### config.mk
export PLATFORM = sky130hd
export DESIGN_NAME = captureChannel
export DESIGN_NICKNAME = d
export VERILOG_FILES = /design/src/rtl/capPkg.sv /design/src/rtl/capFilter.sv /design/src/rtl/capCtrl.sv /design/src/rtl/capData.sv /design/src/rtl/captureChannel.sv
export SDC_FILE = /design/constraint.sdc
export NUM_CORES = 1
export LEC_CHECK = 0
export ABC_AREA = 0
export BUFFER_PORTS_ARGS = -buffer_cell sky130_fd_sc_hd__buf_2
export CORE_ASPECT_RATIO = 0.7
export CORE_MARGIN = 4
export CORE_UTILIZATION = 55
export CTS_BUF_LIST = sky130_fd_sc_hd__clkbuf_4 sky130_fd_sc_hd__clkbuf_8
export CTS_CLUSTER_DIAMETER = 200
export DETAILED_ROUTE_END_ITERATION = 16
export PLACE_DENSITY = 0.87
export SKIP_CTS_REPAIR_TIMING = 1
export SLEW_MARGIN = 20
export SYNTH_ARGS = -nofsm -noshare
export SYNTH_HDL_FRONTEND = slang
export SYNTH_SLANG_ARGS = --single-unit
### constraint.sdc
create_clock -name clk -period 6.8 [get_ports clk]
set_clock_uncertainty 0.1 [all_clocks]
set_input_delay 0.34 -clock clk [delete_from_list [all_inputs] [get_ports clk]]
set_output_delay 0.34 -clock clk [all_outputs]
set_load 0.01 [all_outputs]
### src/rtl/capPkg.sv
package capPkg;
  // Strobes from the control section to the capture datapath
  typedef struct packed {
    logic capture;
    logic clear;
  } capStrobe_t;

  // Consecutive differing samples required for filter setting sel
  function automatic int unsigned needSamples(input int unsigned sel);
    return 2 * sel;
  endfunction
endpackage

### src/rtl/capFilter.sv
module capFilter #(
  parameter int FW   = 4,
  parameter int SYNC = 2
) (
  input  logic          clk,
  input  logic          rstN,
  input  logic          sampleTick,
  input  logic          rawIn,
  input  logic [FW-1:0] fltSel,
  output logic          filtOut
);
  localparam int MAXN = 2 * ((1 << FW) - 1);
  localparam int CNTW = $clog2(MAXN + 1);

  logic [SYNC-1:0] syncQ;
  logic            syncd;
  logic [CNTW-1:0] runCnt;
  logic [CNTW-1:0] need;

  generate
    if (SYNC == 1) begin : g_sync1
      always_ff @(posedge clk or negedge rstN)
        if (!rstN) syncQ <= '0;
        else       syncQ <= rawIn;
    end else begin : g_syncN
      always_ff @(posedge clk or negedge rstN)
        if (!rstN) syncQ <= '0;
        else       syncQ <= {syncQ[SYNC-2:0], rawIn};
    end
  endgenerate

  assign syncd = syncQ[SYNC-1];

  always_comb need = CNTW'(capPkg::needSamples(32'(fltSel)));

  always_ff @(posedge clk or negedge rstN) begin
    if (!rstN) begin
      filtOut <= 1'b0;
      runCnt  <= '0;
    end else if (fltSel == '0) begin
      filtOut <= syncd;
      runCnt  <= '0;
    end else if (sampleTick) begin
      if (syncd == filtOut) begin
        runCnt <= '0;
      end else if (runCnt == need - CNTW'(1)) begin
        filtOut <= syncd;
        runCnt  <= '0;
      end else begin
        runCnt <= runCnt + CNTW'(1);
      end
    end
  end
endmodule

### src/rtl/capCtrl.sv
module capCtrl #(
  parameter int DW = 2
) (
  input  logic                clk,
  input  logic                rstN,
  input  logic                ownFilt,
  input  logic                nbrFilt,
  input  logic                trigIn,
  input  logic [1:0]          polSel,
  input  logic [1:0]          srcSel,
  input  logic [DW-1:0]       divSel,
  input  logic                capEn,
  input  logic                flagClr,
  output logic                riseEvt,
  output logic                fallEvt,
  output logic                ownTrig,
  output capPkg::capStrobe_t  strobe
);
  localparam int PW = (1 << DW) - 1;

  logic [1:0] lvl, prevLvl, rise, fall, active;
  logic       cmd, prescReset, fire;
  logic [PW-1:0] divCnt, divLast;
  logic [DW-1:0] divPrev;

  assign lvl = {nbrFilt, ownFilt};

  always_ff @(posedge clk or negedge rstN)
    if (!rstN) prevLvl <= '0;
    else       prevLvl <= lvl;

  for (genvar i = 0; i < 2; i++) begin : g_edge
    assign rise[i]   = lvl[i] & ~prevLvl[i];
    assign fall[i]   = ~lvl[i] & prevLvl[i];
    assign active[i] = polSel[1] ? (rise[i] | fall[i])
                                 : (polSel[0] ? fall[i] : rise[i]);
  end

  assign riseEvt = rise[0];
  assign fallEvt = fall[0];
  assign ownTrig = active[0];

  always_comb begin
    case (srcSel)
      2'b01:   cmd = active[0];
      2'b10:   cmd = active[1];
      2'b11:   cmd = trigIn;
      default: cmd = 1'b0;
    endcase
  end

  always_comb
    for (int b = 0; b < PW; b++) divLast[b] = (b < int'(divSel));

  assign prescReset = !capEn || (srcSel == 2'b00) || (divSel != divPrev);
  assign fire       = cmd && !prescReset && (divCnt == divLast);

  always_ff @(posedge clk or negedge rstN) begin
    if (!rstN) begin
      divCnt  <= '0;
      divPrev <= '0;
    end else begin
      divPrev <= divSel;
      if (prescReset)  divCnt <= '0;
      else if (cmd)    divCnt <= (divCnt == divLast) ? '0 : divCnt + PW'(1);
    end
  end

  assign strobe.capture = fire;
  assign strobe.clear   = flagClr;
endmodule

### src/rtl/capData.sv
module capData #(
  parameter int CW = 16
) (
  input  logic               clk,
  input  logic               rstN,
  input  capPkg::capStrobe_t strobe,
  input  logic [CW-1:0]      cntVal,
  output logic [CW-1:0]      capVal,
  output logic               capFlag,
  output logic               ovrFlag
);
  always_ff @(posedge clk or negedge rstN) begin
    if (!rstN) begin
      capVal  <= '0;
      capFlag <= 1'b0;
      ovrFlag <= 1'b0;
    end else if (strobe.capture) begin
      capVal  <= cntVal;
      capFlag <= 1'b1;
      ovrFlag <= strobe.clear ? 1'b0 : (ovrFlag | capFlag);
    end else if (strobe.clear) begin
      capFlag <= 1'b0;
      ovrFlag <= 1'b0;
    end
  end
endmodule

### src/rtl/captureChannel.sv
module captureChannel #(
  parameter int CW   = 16,
  parameter int FW   = 4,
  parameter int DW   = 2,
  parameter int SYNC = 2
) (
  input  logic          clk,
  input  logic          rstN,
  input  logic          sampleTick,
  input  logic          ownIn,
  input  logic          nbrFilt,
  input  logic          trigIn,
  input  logic [CW-1:0] cntVal,
  input  logic [FW-1:0] fltSel,
  input  logic [1:0]    polSel,
  input  logic [1:0]    srcSel,
  input  logic [DW-1:0] divSel,
  input  logic          capEn,
  input  logic          flagClr,
  output logic          filtOut,
  output logic          riseEvt,
  output logic          fallEvt,
  output logic          ownTrig,
  output logic [CW-1:0] capVal,
  output logic          capFlag,
  output logic          ovrFlag
);
  capPkg::capStrobe_t strobe;

  capFilter #(.FW(FW), .SYNC(SYNC)) uFilter (
    .clk(clk), .rstN(rstN), .sampleTick(sampleTick), .rawIn(ownIn),
    .fltSel(fltSel), .filtOut(filtOut)
  );

  capCtrl #(.DW(DW)) uCtrl (
    .clk(clk), .rstN(rstN), .ownFilt(filtOut), .nbrFilt(nbrFilt),
    .trigIn(trigIn), .polSel(polSel), .srcSel(srcSel), .divSel(divSel),
    .capEn(capEn), .flagClr(flagClr), .riseEvt(riseEvt), .fallEvt(fallEvt),
    .ownTrig(ownTrig), .strobe(strobe)
  );

  capData #(.CW(CW)) uData (
    .clk(clk), .rstN(rstN), .strobe(strobe), .cntVal(cntVal),
    .capVal(capVal), .capFlag(capFlag), .ovrFlag(ovrFlag)
  );
endmodule

-- After elaboration in Yosys (flattened, before gate mapping)
Cells that the tools add are included.
- bits of input ports: 34
- word-level logic and storage cells: 67
- bits in registers: 33
- output and inout port bits: 22
- reductions and logical operators: 13
- add/subtract/negate cells: 3
- $lt $le $gt $ge: 3
- mux-type cells: 20
- bitwise operators: 11
- equality and inequality tests: 8
- operator list (operator ; number):
    $mux W5 ; 4
    $mux W1 ; 12
    $mux W3 ; 3
    $reduce_bool A2 Y1 ; 4
    $add A5 B1 Y5 const B ; 1
    $eq A5 B5 Y1 ; 1
    $sub A5 B1 Y5 const B ; 1
    $and A1 B1 Y1 ; 4
    $eq A2 B2 Y1 const B ; 2
    $logic_not A4 Y1 ; 1
    $lt A1 B2 Y1 const A ; 2
    $not A1 Y1 ; 4
    $add A3 B1 Y3 const B ; 1
    $eq A3 B3 Y1 ; 1
    $or A1 B1 Y1 ; 3
    $pmux W1 S3 ; 1
    $reduce_and A3 Y1 ; 1
    $eq A2 B1 Y1 const B ; 1
    $logic_and A1 B1 Y1 ; 2
    $logic_not A1 Y1 ; 2
    $logic_not A2 Y1 ; 1
    $logic_or A1 B1 Y1 ; 2
    $lt A2 B2 Y1 const A ; 1
    $ne A2 B1 Y1 const B ; 1
    2 further kinds ; 2

-- Longest topological paths before layout
- word-level depth: 8
- gate-level depth with buffers: 8

-- Hierarchy
From an unflattened synthesis, not the netlist that was laid out.
- cell total of the unflattened synthesis: 136
- area total of the unflattened synthesis: 1671.6 um^2
- by module, submodules not included (module ; cells an instance ; times used ; sequential area each (um^2) ; area each (um^2)):
    capData ; 40 ; 1 ; 450.4 ; 713.2
    capCtrl ; 50 ; 1 ; 175.2 ; 491.7
    capFilter ; 46 ; 1 ; 200.2 ; 466.7

-- Least setup slack after synthesis
No wires, ideal clock.
- path kind: register to register
- start: register uFilter.filtOut
- end: register uData.capVal[10]
- path buffers: 1
- library setup time: 125 ps
- arrival time: 2185 ps
- required time: 6575 ps
- cell stages (with the launch flop): 9
- period minus slack after synthesis: 2410 ps
- slack: 4390 ps
- path through: dfrtp_1 inv_1 ha_1 a21oi_1 a31oi_1 a221o_1 nor3_4 buf_12 mux2_4
- cells in the longest elaborated chain, start to end: 7
- RTL lines (item ; line ; text):
    start, declared ; capFilter.sv:10 ; output logic filtOut
    start signal, assigned ; capFilter.sv:41 ; filtOut <= syncd;
    start signal, assigned ; capFilter.sv:47 ; filtOut <= syncd;
    $not A1 Y1 ; capCtrl.sv:34 ; assign fall[i] = ~lvl[i] & prevLvl[i];
    $and A1 B1 Y1 ; capCtrl.sv:34 ;
    $mux W1 or $or A1 B1 Y1 (tied branches) ; capCtrl.sv:36, capCtrl.sv:35 ;
    $mux W1 (*) ; capCtrl.sv:35 ; assign active[i] = polSel[1] ? (rise[i] | fall[i])
    $pmux W1 S3 (*) ; capCtrl.sv:44 ; case (srcSel)
    $logic_and A1 B1 Y1 (*) (2 in series) ; capCtrl.sv:56 ; assign fire = cmd && !prescReset && (divCnt == divLast);
    end signal, assigned ; capData.sv:18 ; capVal <= cntVal;
    end, declared ; capData.sv:8 ; output logic [CW-1:0] capVal,
Mark *: on every way between the ends. The rest lies on a longest branch, timed or not.
A chain may end at the register's enable or synchronous reset.

-- Worst setup path in the final report
- start: register uFilter.filtOut
- end: register uData.capVal[2]
The elaborated chain is that of the path after synthesis.

==> metrics.cfg <==
[setup_path]
reg2reg_depth=7
worstSetupPathType=reg2reg
max_stage_delay_ns=0.79
r2r_slack_ns=3.92
rr_startpoint=uFilter.filtOut$_DFFE_PN0P_
cpMaxStageDelayCell=nor3_4
cp-start-kind=register
cp_max_fo=18
critical_path.endpoint_type=register
cp.arrival_ns=2.94
cp_cell_sequence=inv_1, ha_1, a21oi_1, a31oi_1, a221o_1, nor3_4, mux2_2
reg2reg_to=uData.capVal[2]$_DFFE_PN0P_
crit_required_ns=6.86

[floorplan]
fp.coreArea_mm2=0.002803
dieArea_mm2=0.003903
fp.dieW_um=72.98
num_rows=16
start_util_pct=57.99
io_pins=56
chipHeight_um=53.48

[outcome]
status=complete, no violations

[routing]
first_pass_iters=4
detail-route-antenna-nets=0
drcViolationCount=0
via_count=1261
via_per_inst=5.459
drtIter0Drc=65
wl_per_cell_um=15.79
finalWirelength_mm=3.647

[placed_design]
gp_congestion=0.9492
dpl.hpwl_mm=2.682
port_buffers=55

[layout]
layout_common_cells=buf_2, dfrtp_1, inv_1, mux2_2, mux2_4
final_common_cell=buf_2
antenna_cells=0
final_nets=235
drive_above_1_share_pct=44.10
area_growth_pct=25.87

[clock_network]
clkLatencyLatePin_ns=0.28
clockBufferDepth=2
htreeDepth=2
tritoncts=done
root_buffer=clkbuf_8
clk_transition_reported_paths_ns=0.07
numCtsBuffers=5
cts.sinks=33

[yosys]
synth_seq_area_share_pct=50.81
syn_area_mm2=0.001625
synth-seq-cells=33
synth_top_area_share_pct=50.81
synth_area_leaders=dfrtp_1, mux2_4, mux2_2, ha_1, xnor2_1
synth_top_area_cell=dfrtp_1
syn-instance-count=133
synth_ff_type=dfrtp_1
synth_cell_types=33
ys_warn_count=0
syn_nets=174
async_flop_share_pct=100.0
avgSynthCellArea_um2=12.22
synth_edf_count=0

[grt]
grt_pass1_vias=1272
track_usage_pct=21.12
grt_max_degree=34
grt_pass1_wl_mm=5.968
overflow=0
antenna_found_initial=0

[timing]
post-route-period-util_pct=42.34
finalHoldViolCount=0
fin_setup_tns_ns=0
finalMaxSlewViolations=0
fmax_ghz=0.3473
layout_min_cycle_time_ns=2.879
maxSlewHeadroom_pct=37.39
holdWs_ns=0.004547
grt_setup_unrepaired=no
tightestPinTransition_ns=0.9361
setup_violations=0

[min_path]
holdCritPathClass=in2async

[power]
leakagePower_nw=1.066
ir_worst_vdd_v=0.0001685
power_density_mw_per_mm2=300.0

[job]
drv_cap=0

## synthesized netlist by cell type, types with 2 or more instances
cell and number:
a21oi_1 6, a31oi_1 4, dfrtp_1 33, ha_1 7, inv_1 10, mux2_2 9
mux2_4 8, nand2_1 7, nand3_1 2, nand3b_1 2, nand4_1 4, nand4b_1 2
nor2_1 7, nor2b_1 2, nor3_1 2, xnor2_1 6, xor2_1 6
## metal layers
layer / wire length [um] / part of all wire, % / track usage, %
met4: 43 / 1.2 / 7.055
met1: 1576 / 43 / 26.59
met3: 322 / 8.8 / 7.400
met2: 1704 / 47 / 33.98
met5: 0 / 0 / 0
## how the worst max path moves through the flow
stage | from | endpoint | cells after the start
floorplan | uFilter.filtOut$_DFFE_PN0P_ | uData.capVal[10]$_DFFE_PN0P_ | 8
global placement | uFilter.filtOut$_DFFE_PN0P_ | uData.capVal[6]$_DFFE_PN0P_ | 7
detailed placement | uFilter.filtOut$_DFFE_PN0P_ | uData.capVal[2]$_DFFE_PN0P_ | 7
CTS | uFilter.filtOut$_DFFE_PN0P_ | uData.capVal[2]$_DFFE_PN0P_ | 7
global route | uFilter.filtOut$_DFFE_PN0P_ | uData.capVal[2]$_DFFE_PN0P_ | 7
finish | uFilter.filtOut$_DFFE_PN0P_ | uData.capVal[2]$_DFFE_PN0P_ | 7
## cell families after synthesis
kind of cell	Yosys count	share of synthesized area [%]
muxes	18	14.24
xor gates and xnor gates	12	6.466
and+or+nand+nor	35	12.55
buffers and inverters	11	3.541
DFF	33	50.81
adders and majority gates	7	5.389
AOI/OAI and AO/OA	17	7.005
## where the power goes
| group | switching (mW) | leakage (nW) | total (mW) | internal (mW) |
|---|---|---|---|---|
| Combinational | 0.0780 | 0.573 | 0.158 | 0.0804 |
| Clock | 0.0691 | 0.0619 | 0.192 | 0.123 |
| Sequential | 0.0301 | 0.430 | 0.263 | 0.233 |
| Total | 0.177 | 1.07 | 0.614 | 0.436 |
## per-stage QoR
step | area [um^2] | total power [mW] | utilization [%] | std cells | worst slack (ns)
4_1_cts | 2046 | 0.6175 | 72.99 | 231 | 3.913
5_1_grt | 2046 | 0.6458 | 72.99 | 231 | 3.742
2_1_floorplan | 1625 | 0.3530 | - | 133 | 4.390
6_report | 2046 | 0.6136 | 72.99 | 231 | 3.921
3_3_place_gp | 1926 | 0.4106 | 68.71 | 223 | 4.095
3_5_place_dp | 1926 | 0.4225 | 68.71 | 223 | 3.921
## cell type report
cell class              count  area [um^2]
multi-input cells          89        742.0
flip-flops and latches     33        825.8
repair buffers             55        275.3
clock buffers               7        90.09
well taps                  36        45.04
clock inverters             1        30.03
inverters                  10        37.54
fillers                   193        757.0
## sequential cells by signal (all words and copies together), names as in the netlist
register,cells
uData.capVal,16
uFilter.runCnt,5
uCtrl.divCnt,3
uCtrl.divPrev,2
uCtrl.prevLvl,2
uFilter.syncQ,2
uData.capFlag,1
uData.ovrFlag,1
uFilter.filtOut,1
## critical path, delay by kind of cell, from the launching register on
kind	cells	cell delay, ns
AO/OA/AOI/OAI	3	0.60
adder cells (fa/ha/maj)	1	0.33
buffers and inverters	1	0.07
AND/OR/NAND/NOR	1	0.79
multiplexers	1	0.42
flip-flops	1	0.44
Power figures use the tool's default switching activity.
